## config.mk

```make
export PLATFORM = sky130hd
export DESIGN_NAME = byte_lane_seq
export DESIGN_NICKNAME = d
export VERILOG_FILES = /design/src/rtl/byte_lane_seq_pkg.sv /design/src/rtl/byte_lane_plan.sv /design/src/rtl/byte_lane_steer.sv /design/src/rtl/byte_lane_seq.sv
export SDC_FILE = /design/constraint.sdc
export NUM_CORES = 1
export LEC_CHECK = 0
export BUFFER_PORTS_ARGS = -buffer_cell sky130_fd_sc_hd__buf_2
export CELL_PAD_IN_SITES_DETAIL_PLACEMENT = 0
export CELL_PAD_IN_SITES_GLOBAL_PLACEMENT = 2
export CORE_MARGIN = 2
export CORE_UTILIZATION = 26
export DETAILED_ROUTE_END_ITERATION = 8
export GPL_ROUTABILITY_DRIVEN = 0
export PLACE_DENSITY = 0.86
export SYNTH_ARGS = -nofsm -noshare
export SYNTH_HDL_FRONTEND = slang
export SYNTH_SLANG_ARGS = --single-unit
```

## constraint.sdc

```tcl
create_clock -name clk -period 3.3 [get_ports clk]
set_clock_uncertainty 0.1 [all_clocks]
set_input_delay 0.66 -clock clk [delete_from_list [all_inputs] [get_ports clk]]
set_output_delay 0.66 -clock clk [all_outputs]
set_load 0.03 [all_outputs]
```

## src/rtl/byte_lane_seq_pkg.sv

```systemverilog
// Shared types for the byte-lane transfer sequencer.
// Assumes nothing beyond a two-lane bus.
package byte_lane_seq_pkg;

    typedef enum logic [1:0] {
        ST_IDLE = 2'd0,   // waiting for a request
        ST_BUS  = 2'd1,   // bus command asserted, waiting for acknowledge
        ST_ADV  = 2'd2    // one cycle between bus cycles: increment and ready
    } seq_state_t;

    localparam int NUM_LANES = 2;

endpackage

```

## src/rtl/byte_lane_plan.sv

```systemverilog
// Combinational cycle planner: decides the width of the next bus cycle and
// which bus lanes it enables.
// Assumes narrow_mode was fixed when the request was accepted.
module byte_lane_plan
    import byte_lane_seq_pkg::*;
(
    input  logic                 narrow_mode,
    input  logic                 two_left,
    input  logic                 addr_odd,
    input  logic                 strap_r,
    input  logic                 is_write,
    output logic                 wide,
    output logic                 from_hi,
    output logic [NUM_LANES-1:0] lanes
);

    // Pick the cycle width and the lane set for the cycle about to run.
    always_comb begin
        wide    = !narrow_mode && two_left;
        from_hi = !wide && !is_write && !strap_r && addr_odd;
        if (wide)
            lanes = 2'b11;
        else if (from_hi)
            lanes = 2'b10;
        else
            lanes = 2'b01;
    end

endmodule

```

## src/rtl/byte_lane_steer.sv

```systemverilog
// Data steering: assembles processor read words from one or two bus cycles
// and selects the write byte or word placed on the bus.
// Assumes proc_wdata stays stable for the whole processor word.
module byte_lane_steer #(
    parameter int LANE_W = 8
) (
    input  logic                clk,
    input  logic                rst_n,
    input  logic                capture,
    input  logic                wide,
    input  logic                phase,
    input  logic                from_hi,
    input  logic [2*LANE_W-1:0] bus_din,
    input  logic [2*LANE_W-1:0] proc_wdata,
    output logic [2*LANE_W-1:0] rd_word,
    output logic [2*LANE_W-1:0] wr_bus
);

    localparam int BUS_W = 2 * LANE_W;

    logic [LANE_W-1:0] rd_byte;

    // Select the byte lane a byte-wide read comes from.
    always_comb rd_byte = from_hi ? bus_din[BUS_W-1:LANE_W] : bus_din[LANE_W-1:0];

    // Select what a write places on the bus lanes.
    always_comb begin
        if (wide)
            wr_bus = proc_wdata;
        else if (phase)
            wr_bus = {{LANE_W{1'b0}}, proc_wdata[BUS_W-1:LANE_W]};
        else
            wr_bus = {{LANE_W{1'b0}}, proc_wdata[LANE_W-1:0]};
    end

    // Build the processor read word on each acknowledged read cycle.
    always_ff @(posedge clk) begin
        if (!rst_n)
            rd_word <= '0;
        else if (capture) begin
            if (wide)
                rd_word <= bus_din;
            else if (phase)
                rd_word[BUS_W-1:LANE_W] <= rd_byte;
            else
                rd_word <= {{LANE_W{1'b0}}, rd_byte};
        end
    end

endmodule

```

## src/rtl/byte_lane_seq.sv

```systemverilog
// Byte-lane transfer sequencer top: accepts a processor request and runs
// byte or two-byte bus cycles until the byte count is used up. It pulses an
// address increment between cycles and a ready pulse per finished word.
// Assumes strap_8bit and proc_wdata stay stable while a word is in flight.
module byte_lane_seq
    import byte_lane_seq_pkg::*;
#(
    parameter int CNT_W  = 8,
    parameter int LANE_W = 8
) (
    input  logic                 clk,
    input  logic                 rst_n,
    input  logic                 req_valid,
    input  logic                 req_write,
    input  logic [CNT_W-1:0]     req_count,
    input  logic                 req_addr_lsb,
    input  logic                 strap_8bit,
    input  logic [2*LANE_W-1:0]  proc_wdata,
    output logic [2*LANE_W-1:0]  proc_rdata,
    input  logic [2*LANE_W-1:0]  bus_din,
    output logic [2*LANE_W-1:0]  bus_dout,
    input  logic                 bus_ack,
    output logic                 bus_cmd_rd,
    output logic                 bus_cmd_wr,
    output logic                 bus_wide,
    output logic [1:0]           lane_en,
    output logic                 incr_pulse,
    output logic                 incr_size,
    output logic                 proc_ready
);

    localparam int BUS_W = 2 * LANE_W;

    seq_state_t           state;
    logic [CNT_W-1:0]     cnt_r;
    logic                 addr_odd_r;
    logic                 phase_r;
    logic                 narrow_r;
    logic                 strap_r;
    logic                 write_r;
    logic                 last_wide_r;
    logic                 word_done_r;

    logic                 accept;
    logic                 done_cyc;
    logic                 wide;
    logic                 from_hi;
    logic [NUM_LANES-1:0] lanes;
    logic [BUS_W-1:0]     wr_bus;

    // Request acceptance and bus-cycle completion strobes.
    always_comb begin
        accept   = (state == ST_IDLE) && req_valid && (req_count != '0);
        done_cyc = (state == ST_BUS) && bus_ack;
    end

    byte_lane_plan u_plan (
        .narrow_mode (narrow_r),
        .two_left    (cnt_r >= CNT_W'(2)),
        .addr_odd    (addr_odd_r),
        .strap_r     (strap_r),
        .is_write    (write_r),
        .wide        (wide),
        .from_hi     (from_hi),
        .lanes       (lanes)
    );

    byte_lane_steer #(.LANE_W(LANE_W)) u_steer (
        .clk        (clk),
        .rst_n      (rst_n),
        .capture    (done_cyc && !write_r),
        .wide       (wide),
        .phase      (phase_r),
        .from_hi    (from_hi),
        .bus_din    (bus_din),
        .proc_wdata (proc_wdata),
        .rd_word    (proc_rdata),
        .wr_bus     (wr_bus)
    );

    // Sequencer state, byte counter, lane phase and address parity.
    always_ff @(posedge clk) begin
        if (!rst_n) begin
            state       <= ST_IDLE;
            cnt_r       <= '0;
            addr_odd_r  <= 1'b0;
            phase_r     <= 1'b0;
            narrow_r    <= 1'b0;
            strap_r     <= 1'b0;
            write_r     <= 1'b0;
            last_wide_r <= 1'b0;
            word_done_r <= 1'b0;
        end else begin
            case (state)
                ST_IDLE: if (accept) begin
                    state      <= ST_BUS;
                    cnt_r      <= req_count;
                    addr_odd_r <= req_addr_lsb;
                    phase_r    <= 1'b0;
                    narrow_r   <= strap_8bit || req_addr_lsb || (req_count == CNT_W'(1));
                    strap_r    <= strap_8bit;
                    write_r    <= req_write;
                end
                ST_BUS: if (done_cyc) begin
                    state       <= ST_ADV;
                    cnt_r       <= cnt_r - (wide ? CNT_W'(2) : CNT_W'(1));
                    last_wide_r <= wide;
                    word_done_r <= wide || phase_r || (cnt_r == CNT_W'(1));
                    phase_r     <= !(wide || phase_r);
                    addr_odd_r  <= wide ? addr_odd_r : !addr_odd_r;
                end
                ST_ADV: state <= (cnt_r == '0) ? ST_IDLE : ST_BUS;
                default: state <= ST_IDLE;
            endcase
        end
    end

    // Bus-side and processor-side outputs decoded from the state.
    always_comb begin
        bus_cmd_rd = (state == ST_BUS) && !write_r;
        bus_cmd_wr = (state == ST_BUS) && write_r;
        bus_wide   = (state == ST_BUS) && wide;
        lane_en    = (state == ST_BUS) ? lanes : 2'b00;
        bus_dout   = ((state == ST_BUS) && write_r) ? wr_bus : '0;
        incr_pulse = (state == ST_ADV);
        incr_size  = (state == ST_ADV) && last_wide_r;
        proc_ready = (state == ST_ADV) && word_done_r;
    end

endmodule

```

* Word-level counts from Yosys, hierarchy flattened *
Cells that the tools add are included.
Widths: inputs -> output; s select.

cells by class
  add/subtract/negate cells = 1
  order comparisons = 1
  equal/unequal tests = 8
  muxes and demuxes = 25
  reductions and logical operators = 33

operators by type and width
  kind                count
  $mux 16             3
  $mux 8              6
  $eq 8x1->1 const B  2
  $pmux 8 s2          1
  $logic_and 1x1->1   13
  $mux 2              6
  $ge 8x2->1 const B  1
  $logic_not 8->1     1
  $reduce_and 2->1    4
  $reduce_bool 8->1   1
  $sub 8x2->8         1
  $logic_not 1->1     6
  $mux 1              6
  $ne 2x2->1 const B  3
  $pmux 2 s3          1
  $logic_or 1x1->1    4
  $pmux 1 s2          2
  $reduce_and 4->1    1
  $reduce_and 3->1    1
  $eq 2x1->1 const B  1
  $eq 2x2->1 const B  1
  $logic_not 2->1     1
  $ne 2x1->1 const B  1
  $reduce_bool 2->1   1

storage, ports and cells
  flip-flop bits (word level) = 33
  bits of input ports = 47
  output and inout port bits = 40
  word-level logic and storage cells = 79

* Depth between registers and ports, before layout *
Gate-level depths: netlist (run 1).

  word-level depth = 9
  gate-level depth with buffers = 12

* Cells and area by module *
A second synthesis (run 1) with hierarchy kept.

unflattened totals
  cell total of the unflattened synthesis = 262
  area total of the unflattened synthesis = 2110.8 sq um

modules (own cells, without submodules)
  module           instances  cells an instance  area an instance (sq um)  seq. area each (sq um)
  byte_lane_seq    1          148                1156.1                    340.3
  byte_lane_steer  1          109                919.6                     320.3
  byte_lane_plan   1          5                  35.0                      0.0

* Least setup slack after synthesis (run 1) *
Ideal clock, no wire load.

  kind = register -> register
  from = register cnt_r[4]
  to = register cnt_r[6]
  setup time = 0.116 ns
  arrival = 2.630 ns
  data required time = 3.084 ns
  setup slack = 0.454 ns
  stages on the path, launching flop included = 13
  path buffers = 2
  period minus slack after synthesis = 2.846 ns
  path through = dfxtp_1 -> nor4_4 -> a21oi_2 -> inv_2 -> buf_4 -> buf_6 -> ha_1 -> inv_1 -> fa_1 -> nor3_1 -> nor3b_1 -> o22ai_1 -> a31o_2

on the way
  longest elaborated chain between the ends = 6

ends and longest elaborated chain
  item                    line                  RTL
  from (decl)             byte_lane_seq.sv:35   logic [CNT_W-1:0] cnt_r;
  from (signal assigned)  byte_lane_seq.sv:97   cnt_r <= req_count;
  from (signal assigned)  byte_lane_seq.sv:106  cnt_r <= cnt_r - (wide ? CNT_W'(2) : CNT_W'(1));
  $ge 8x2->1              byte_lane_seq.sv:59   .two_left (cnt_r >= CNT_W'(2)),
  $logic_and 1x1->1       byte_lane_plan.sv:19  wide = !narrow_mode && two_left;
  $mux 2                  byte_lane_seq.sv:106
  $sub 8x2->8 *           byte_lane_seq.sv:106
  $mux 8 *                byte_lane_seq.sv:104  ST_BUS: if (done_cyc) begin
  $pmux 8 s2 *            byte_lane_seq.sv:94   case (state)

Mark *: on every way between the ends. The rest lies on a longest branch, timed or not. The select of a mux whose other input is x is not followed.
A chain may end at the register's enable or synchronous reset.

* Worst setup path in the final report (run 1) *
  from = register cnt_r[1]
  to = output port bus_dout[2]

on the way
  longest elaborated chain between the ends = 4

ends and longest elaborated chain
  item               line                   RTL
  $ge 8x2->1         byte_lane_seq.sv:59
  $logic_and 1x1->1  byte_lane_plan.sv:19
  $mux 16            byte_lane_steer.sv:28  if (wide)
  $mux 16            byte_lane_seq.sv:124   bus_dout = ((state == ST_BUS) && write_r) ? wr_bus : '0;
  to (decl)          byte_lane_seq.sv:21    output logic [2*LANE_W-1:0] bus_dout,

No other way between the ends.

==> out/results.txt, run 1 <==
Clk root buf: clkbuf_8
Commonest non-fill, non-tap cell in the layout: buf_2
Most Crowded Layer GR: met2
Met1 usage: 22.9%
Met2 usage: 25.3%
Routed WL per cell: 16.2 um
Initial Utilization: 26.7%
H-tree Lvls: 2
Int Pwr: 0.903 mW
Fin crit share: 88.3%
Required @ worst endpoint: 2.54 ns
Share of the core filled with cells: 34.4%
Drt initial violations: 135
Remaining DRCs: 0
R2R Path Start: cnt_r[1]$_SDFFE_PN0P_
Final worst setup slack: 0.386 ns
Total power: 1.50 mW
Syn Nets: 329
Commonest cells after routing, fill and taps aside: 86 x buf_2, 33 x dfxtp_1, 29 x a21oi_1, 27 x nand2_1, 27 x o21ai_0
Share of cells above drive strength 1: 33.3%
Sequential power share: 32.5%
Gr ovfl total: 0
Post-Place Worst Slack: 0.518 ns
Pre-antenna DRT Iters: 4
Clock sink count: 33
Hold Path Class: reg2reg
CTS Hold Bufs: 0
CTS tree: done
Worst Hold Depth: 2
Initial antenna violation count: 0
Final hold violations: 0
Max clock buf depth: 2
CP max FO: 30
CTS buffer count: 5
Core box area: 8180 um^2
First-pass GRT wire length: 11900 um
Antenna Diode Count: 0
Leakage: 1.35 nW
Number of setup buffers added after CTS: 0
Ys async rst share: 0%
Status: completed
Clk network pwr share: 27.5%
Die Area: 9140 um^2
Syn Inst Count: 279
Slowest cell on the critical path: nor3_1
Prevailing post-synth register cell: dfxtp_1
Post-synthesis sequential area ratio: 30.3%
Reg2reg path depth: 10
Synthesis-stage register bit count: 33
Share of the synthesized area in the top cell type: 30.3%
Critical path class: reg2out
Pin count of the biggest net entering global routing: 36
Synth cell types: 54
Die height: 95.6 um
Fin crit period: 2.91 ns
Data arrival, critical path: 2.15 ns
Io pins: 87
Total wire length: 7530 um
Mapped Area: 2180 um^2
RSZ-0062 raised after global routing: no
Largest area contributor in the netlist: dfxtp_1
Final setup vio count: 0
CP endpoint kind: output pin
Final HPWL DP: 5300 um
Fin. max-slew vios: 0
Rel. slew slack: 56.0%
Hold wc startpoint: last_wide_r$_SDFFE_PN0P_
Layout area overhead: 29.1%
Sw Ratio: 39.6%
# rows: 33
FF-to-FF End: cnt_r[6]$_SDFFE_PN0P_
GRT met3 Usage: 3.64%
Clock latency at the later pin of the worst-skew pair: 0.29 ns
Cell area after layout: 2820 um^2
NetSw: 0.592 mW
Synth area leaders: dfxtp_1 30%, a21oi_1 6.7%, o21ai_0 6.2%, mux2_2 4.6%, nand2_1 4.6%
Least-Margin Pin Slew: 0.659 ns
Detail Route Antenna Nets: 0
Post-CTS resize count: 0
Maximum VDD drop: 0.246 mV
R2R setup slack: 0.43 ns
Critical path launch point type: register
CP max stage delay: 0.47 ns
DR vias/cell: 5.38
Clk slew on worst S/H paths: 0.08 ns
Ys Warns: 0
WHS Endpoint: last_wide_r$_SDFFE_PN0P_
Port Buf Inserts: 86
Combinational power share: 40.1%
CP Cell Sequence: nor3_1, a21oi_2, inv_2, buf_4, nand3_1, a21oi_1, buf_2
Syn_area_per_cell: 7.82 um^2
Overall routing resource usage: 16.5%
Die Width: 95.6 um
Max cap viols: 0
P per Cell Area: 531 nW/um^2
Post-synth EDFFs: 0
Final #Nets: 409
Placed Area: 2700 um^2
FMAX: 343 MHz
Number of global-route vias before repair: 2386
Vias post-DR: 2504
Setup TNS: 0 ns
-- routing by layer --
metal	wire [um]	share of wire, %
met2	3310	44
met5	0	0
met4	97	1.3
met1	3580	48
met3	539	7.2
-- power by group through the flow --
stage                     logic (mW)  registers [mW]  clock network (mW)
after detailed placement       0.596           0.493                   0
final                          0.599           0.486               0.411
after floorplan                0.399           0.525                   0
after global routing           0.654           0.492               0.430
after global placement         0.596           0.493                   0
after CTS                      0.600           0.485               0.414
-- flip-flops by register name (all words and copies together), names as in the netlist --
| register | count |
|---|---|
| strap_r | 1 |
| phase_r | 1 |
| narrow_r | 1 |
| addr_odd_r | 1 |
| write_r | 1 |
| cnt_r | 8 |
| last_wide_r | 1 |
| state | 2 |
| u_steer.rd_word | 16 |
| word_done_r | 1 |
-- layout make-up --
| type | count | area, um^2 |
|---|---|---|
| fillers | 900 | 5360 |
| multi-input cells | 217 | 1380 |
| flip-flops and latches | 33 | 661 |
| repair buffers | 95 | 498 |
| well taps | 105 | 131 |
| clock buffers | 7 | 86.3 |
| clock inverters | 1 | 30.0 |
| inverters | 7 | 26.3 |
-- worst max path at each step --
| stage | start | end | cells after the start |
|---|---|---|---|
| floorplan | cnt_r[4]$_SDFFE_PN0P_ | cnt_r[6]$_SDFFE_PN0P_ | 12 |
| global placement | cnt_r[4]$_SDFFE_PN0P_ | cnt_r[6]$_SDFFE_PN0P_ | 10 |
| detailed placement | cnt_r[1]$_SDFFE_PN0P_ | cnt_r[6]$_SDFFE_PN0P_ | 10 |
| CTS | cnt_r[4]$_SDFFE_PN0P_ | bus_dout[2] | 7 |
| global route | cnt_r[1]$_SDFFE_PN0P_ | cnt_r[6]$_SDFFE_PN0P_ | 10 |
| finish | cnt_r[1]$_SDFFE_PN0P_ | bus_dout[2] | 7 |
-- critical path, delay by kind of cell (launching register included) --
kind                   cells  cell delay, ns
AOI/OAI and AO/OA          2            0.28
buffers and inverters      3            0.61
DFF                        1            0.36
and+or+nand+nor            2            0.61
-- kinds of logic after synthesis --
family | synth area share [%]
compound gates | 33.1
simple gates | 22.7
flops | 30.3
buf+inv | 6.31
mux | 5.57
fa+ha+maj | 2.07
-- stage by stage --
stage / instances / hold slack, ns
finish: 465 / 0.359
global route: 465 / 0.399
global placement: 457 / 0.349
CTS: 465 / 0.359
floorplan: 279 / 0.332
detailed placement: 457 / 0.349
-- cells in the mapped netlist, types with 3 or more instances --
| cell type | count |
|---|---|
| o32ai_1 | 3 |
| a21oi_1 | 29 |
| clkbuf_1 | 12 |
| dfxtp_1 | 33 |
| a21o_1 | 8 |
| a32o_1 | 3 |
| and2_1 | 5 |
| o31ai_1 | 8 |
| a31oi_1 | 9 |
| nand3_1 | 18 |
| o21ai_0 | 27 |
| nand2_1 | 27 |
| mux2_2 | 9 |
| inv_1 | 6 |
| o22ai_1 | 3 |
| a22oi_1 | 3 |
| buf_2 | 5 |
| o21a_1 | 3 |
| nor3_1 | 6 |
| and3_1 | 8 |
| nor2_1 | 12 |
No activity file was read; power rests on OpenSTA's default activity.
==> inputs of run 2 (changes only) <==
--- a/config.mk
+++ b/config.mk
@@ -15,4 +15,5 @@
 export PLACE_DENSITY = 0.86
 export SYNTH_ARGS = -nofsm -noshare
 export SYNTH_HDL_FRONTEND = slang
+export SYNTH_HIERARCHICAL = 1
 export SYNTH_SLANG_ARGS = --single-unit
==> out/results.txt, run 2 <==
Failing checks: setup timing
Maximum VDD drop: 0.170 mV
Clock sink count: 33
Max reg flops: 16
Final hold violations: 0
Max clock buf depth: 2
Share of the synthesized area in the top cell type: 31.3%
Max cap viols: 0
Leakage: 1.34 nW
Ys Warns: 6
Worst Hold Depth: 2
Least-Margin Pin Slew: 0.802 ns
Detail Route Antenna Nets: 0
Vias post-DR: 2367
Total wire length: 6890 um
CP max FO: 10
Die height: 94.1 um
Hold Path Class: reg2reg
Reg2reg path depth: 10
Commonest non-fill, non-tap cell in the layout: buf_2
Drt initial violations: 113
Required @ worst endpoint: 2.54 ns
Clk slew on worst S/H paths: 0.07 ns
R2R setup slack: 0.23 ns
Crit. Startpoint: cnt_r[2]$_SDFFE_PN0P_
CP endpoint kind: output pin
Port Buf Inserts: 86
Layout area overhead: 36.6%
RSZ-0062 raised after global routing: yes
Final #Nets: 404
Initial Utilization: 27.0%
Gr ovfl total: 0
Initial antenna violation count: 0
Overall routing resource usage: 14.9%
CTS tree: done
Commonest cells after routing, fill and taps aside: 78 x buf_2, 32 x dfxtp_1, 25 x a21oi_1, 23 x o21ai_0, 21 x nand2_1
Die Area: 8850 um^2
Mapped Area: 2110 um^2
Antenna Diode Count: 0
Final setup vio count: 8
Clock latency at the later pin of the worst-skew pair: 0.28 ns
Placed instance count: 447
Io pins: 87
H-tree Lvls: 2
Pre-antenna DRT Iters: 4
Post-route non-filler standard cell count: 456
Worst setup path end: bus_dout[7]
Critical path launch point type: register
Prevailing post-synth register cell: dfxtp_1
Remaining DRCs: 0
Synthesis-stage register bit count: 33
Tightest hold margin: 0.353 ns
Syn_area_per_cell: 8.06 um^2
Top cells by count, synth: 33 x dfxtp_1, 25 x a21oi_1, 23 x o21ai_0, 21 x nand2_1
P per Cell Area: 471 nW/um^2
Syn Inst Count: 262
Top reg by flops: u_steer/rd_word
Data arrival, critical path: 2.62 ns
Most common cell in the netlist: dfxtp_1
Fin. max-slew vios: 0
Critical path class: reg2out
Rel. slew slack: 46.5%
Synth cell types: 53
FF-to-FF End: cnt_r[7]$_SDFFE_PN0P_
Status: finished with violations
Post-Place Worst Slack: -0.0122 ns
Clk root buf: clkbuf_8
# rows: 32
Fin crit share: 102%
Final worst setup slack: -0.0786 ns
Final HPWL DP: 4940 um
First-pass GRT wire length: 10600 um
Synth area leaders: dfxtp_1 31%, a21oi_1 5.9%, o21ai_0 5.5%, and2_1 4.7%, and3_1 4.7%
Largest registers: u_steer/rd_word: 16 flops, cnt_r: 8 flops, state: 2 flops
Fin crit period: 3.38 ns
Post-synth EDFFs: 0
CTS Hold Bufs: 0
Ys async rst share: 0%
FMAX: 296 MHz
Number of global-route vias before repair: 2152
DR vias/cell: 5.19
Core box area: 7810 um^2
Syn Nets: 313
Largest area contributor in the netlist: dfxtp_1
Share of cells above drive strength 1: 39.0%
Post-synthesis sequential area ratio: 31.3%
Setup TNS: -0.461 ns
R2R Path Start: cnt_r[2]$_SDFFE_PN0P_
CTS buffer count: 5
Pin count of the biggest net entering global routing: 31
Die Width: 94.1 um
Routed WL per cell: 15.1 um
run 2: changes by cell type after synthesis, moves of 5 or more:
| cell | before | now |
|---|---|---|
| o22ai_1 | 3 | 8 |
| a31oi_1 | 9 | 3 |
| o31ai_1 | 8 | 1 |
| a21o_1 | 8 | 1 |
| nand3_1 | 18 | 3 |
| a211oi_1 | 1 | 8 |
| nand2_1 | 27 | 21 |
| and3_1 | 8 | 16 |
| and2_1 | 5 | 16 |
run 2: worst max-delay path: stages, from the launching register on:
cell,delay [ns]
dfxtp_2,0.32
or4_4,0.53
or4_4,0.44
nor2b_4,0.16
nand2b_4,0.15
buf_6,0.15
mux2_2,0.27
and3_4,0.16
buf_4,0.16
run 2: worst min path at each step:
| stage | from | end |
|---|---|---|
| after floorplan | last_wide_r$_SDFFE_PN0P_ | last_wide_r$_SDFFE_PN0P_ |
| after global placement | last_wide_r$_SDFFE_PN0P_ | last_wide_r$_SDFFE_PN0P_ |
| after detailed placement | last_wide_r$_SDFFE_PN0P_ | last_wide_r$_SDFFE_PN0P_ |
| after CTS | last_wide_r$_SDFFE_PN0P_ | last_wide_r$_SDFFE_PN0P_ |
| after global routing | strap_r$_SDFFE_PN0P_ | strap_r$_SDFFE_PN0P_ |
| final | last_wide_r$_SDFFE_PN0P_ | last_wide_r$_SDFFE_PN0P_ |
run 2: repair_timing:
| item | 4_1_cts | 5_1_grt |
|---|---|---|
| setup buffers | 0 | 1 |
| endpoints found under the hold margin | 0 | 0 |
| setup endpoints to repair | 10 | 8 |
| gates resized for setup | 19 | 3 |
run 2: layout make-up:
cell class                      instances  area [um^2]
Fill cell                             835         4920
Multi-Input combinational cell        205         1390
Sequential cell                        33          662
Timing Repair Buffer                  102          604
Tap cell                              102          128
Clock buffer                            6         72.6
Inverter                                6         22.5
Clock inverter                          2         10.0
run 2: routing by layer:
metal	track usage, %	vias up	share of wire [%]
met2	24.8	93	46
met3	2.65	13	6.7
met1	19.6	1097	45
li1	-	1164	-
met5	0	-	0
met4	4.71	0	1.6
run 2: cell families after synthesis:
family | after synthesis | share of synthesized area (%)
AND/OR/NAND/NOR | 98 | 27.2
AO/OA/AOI/OAI | 95 | 29.6
flip-flops | 33 | 31.3
buffers and inverters | 24 | 4.86
multiplexers | 8 | 4.27
adder cells (fa/ha/maj) | 4 | 2.73
run 2: through the flow:
stage               power (mW)  utilization [%]  cell area [um^2]
CTS                       1.36             36.7              2870
global placement          1.05             34.8              2720
floorplan                0.846                -              2130
finish                    1.36             36.9              2880
global route              1.45             36.9              2880
detailed placement        1.05             34.8              2720
run 2: report_power, final:
part           total, mW  switching [mW]  internal, mW  leakage, nW
clock network      0.296           0.150         0.146       0.0450
logic              0.589           0.329         0.260         1.02
registers          0.474          0.0346         0.439        0.271
==> inputs of run 3 (changes only) <==
--- a/config.mk
+++ b/config.mk
@@ -5,7 +5,7 @@
 export SDC_FILE = /design/constraint.sdc
 export NUM_CORES = 1
 export LEC_CHECK = 0
-export BUFFER_PORTS_ARGS = -buffer_cell sky130_fd_sc_hd__buf_2
+export BUFFER_PORTS_ARGS = -buffer_cell sky130_fd_sc_hd__buf_4
 export CELL_PAD_IN_SITES_DETAIL_PLACEMENT = 0
 export CELL_PAD_IN_SITES_GLOBAL_PLACEMENT = 2
 export CORE_MARGIN = 2
==> out/results.txt, run 3 (synthesis results as in run 2) <==
Commonest non-fill, non-tap cell in the layout: buf_4
WHS Endpoint: last_wide_r$_SDFFE_PN0P_
Setup TNS: -0.164 ns
CTS tree: done
Core box area: 7810 um^2
Die Width: 94.1 um
Fill count: 807
Vias post-DR: 2354
Detail Route Antenna Nets: 0
Critical path class: reg2out
R2R Path Start: cnt_r[2]$_SDFFE_PN0P_
Clock sink count: 33
Io pins: 87
CP max stage delay: 0.52 ns
Required @ worst endpoint: 2.54 ns
Layout area overhead: 48.4%
Maximum VDD drop: 0.190 mV
Die height: 94.1 um
Hold wc startpoint: last_wide_r$_SDFFE_PN0P_
Least-Margin Pin Slew: 0.786 ns
Hold Path Class: reg2reg
H-tree Lvls: 2
FF-to-FF End: cnt_r[2]$_SDFFE_PN0P_
CTS buffer count: 5
Total wire length: 6960 um
Max reg flops: 16
Leakage: 1.38 nW
Max clock buf depth: 2
# rows: 32
Critical path launch point type: register
Port Buf Inserts: 86
DR vias/cell: 5.17
RSZ-0062 raised after global routing: yes
Commonest cells after routing, fill and taps aside: 92 x buf_4, 32 x dfxtp_1, 25 x a21oi_1, 23 x o21ai_0, 21 x nand2_1
Drt initial violations: 137
Worst path buffer plus inverter count: 2
Antenna Diode Count: 0
Rel. slew slack: 47.6%
Top reg by flops: u_steer/rd_word
Failing checks: setup timing
CP endpoint kind: output pin
Share of cells above drive strength 1: 39.9%
CTS Hold Bufs: 0
Share of the core filled with cells: 40.1%
R2R setup slack: 0.25 ns
Fin crit period: 3.33 ns
Reg2reg path depth: 13
Max cap viols: 0
Final #Nets: 403
Routed WL per cell: 15.3 um
Data arrival, critical path: 2.57 ns
Final setup vio count: 8
Clock latency at the later pin of the worst-skew pair: 0.28 ns
Initial Utilization: 27.0%
Fin. max-slew vios: 0
P per Cell Area: 475 nW/um^2
Die Area: 8850 um^2
CP max FO: 9
Largest registers: u_steer/rd_word: 16 flops, cnt_r: 8 flops, state: 2 flops
Crit-path leading delay family: simple AND/OR/NAND/NOR gates
Pin count of the biggest net entering global routing: 31
Gr ovfl total: 0
Fin crit share: 101%
FMAX: 301 MHz
Final worst setup slack: -0.0265 ns
Final HPWL DP: 4980 um
CP Cell Sequence: or4_4, or4_4, nor2b_4, nand2b_4, buf_12, mux2_2, and3_4, buf_6
Number of global-route vias before repair: 2249
First-pass GRT wire length: 11200 um
Clk slew on worst S/H paths: 0.07 ns
Cell mode on critical path: or4_4
Pre-antenna DRT Iters: 5
Slowest cell on the critical path: or4_4
Final hold violations: 0
Overall routing resource usage: 15.6%
Initial antenna violation count: 0
Worst Hold Depth: 2
Status: finished with violations
Remaining DRCs: 0
Clk root buf: clkbuf_8
[run 3: cell count changes in the layout (fill, tap and decap cells not counted), moves of 2 or more]
cell,previous run,this run
and3_1,12,9
clkinv_2,2,0
and3_4,4,7
buf_4,15,92
buf_2,78,0
[run 3: how the worst max path moves through the flow]
stage                     startpoint           to  cells after the start
2_1_floorplan  cnt_r[2]$_SDFFE_PN0P_  bus_dout[6]                      8
3_3_place_gp   cnt_r[2]$_SDFFE_PN0P_  bus_dout[6]                      8
3_5_place_dp   cnt_r[2]$_SDFFE_PN0P_  bus_dout[5]                      8
4_1_cts        cnt_r[2]$_SDFFE_PN0P_  bus_dout[5]                      8
5_1_grt        cnt_r[2]$_SDFFE_PN0P_  bus_dout[3]                      8
6_report       cnt_r[2]$_SDFFE_PN0P_  bus_dout[0]                      8
[run 3: final cells by class]
cell class	count	area (um^2)	share of cell area, %
clock buffers	6	82.6	2.64
clock inverters	2	37.5	1.20
inverters	6	22.5	0.719
multi-input cells	205	1400	44.7
flip-flops and latches	33	662	21.1
well taps	102	128	4.07
repair buffers	101	801	25.6
[run 3: repair_timing]
item / CTS / global route
endpoints found under the setup margin: 18 / 9
pin swaps: 0 / 0
gates cloned: 0 / 0
resized for setup: 10 / 6
buffers inserted: 2 / 0
[run 3: through the flow]
stage               instance area, um^2  total power [mW]  hold WS (ns)  std cells  worst slack (ns)
global route                       3130              1.58         0.379        455            -0.115
detailed placement                 2930              1.08         0.344        445            0.0251
finish                             3130              1.49         0.349        455           -0.0265
CTS                                3110              1.50         0.354        455           -0.0369
global placement                   2930              1.08         0.342        445            0.0441
floorplan                          2130             0.846         0.332        262            0.0112
[run 3: power by group]
part           total, mW  internal, mW  switching [mW]
clock network      0.399         0.246           0.153
logic              0.615         0.286           0.329
registers          0.474         0.439          0.0346
[run 3: metal layers]
| metal | vias to the layer above | GRT usage, % | part of all wire [%] |
|---|---|---|---|
| met5 | - | 0 | 0 |
| met4 | 0 | 3.74 | 0.78 |
| met1 | 1092 | 20.2 | 44 |
| li1 | 1167 | - | - |
| met2 | 91 | 26.9 | 48 |
| met3 | 4 | 2.73 | 6.8 |
[run 3: worst reg2reg max path, delay by kind of cell, from the launching register on]
kind	cells	cell delay, ns
AND/OR/NAND/NOR	5	1.44
buffers and inverters	4	0.50
adder cells (fa/ha/maj)	2	0.46
flip-flops	1	0.32
AO/OA/AOI/OAI	2	0.19
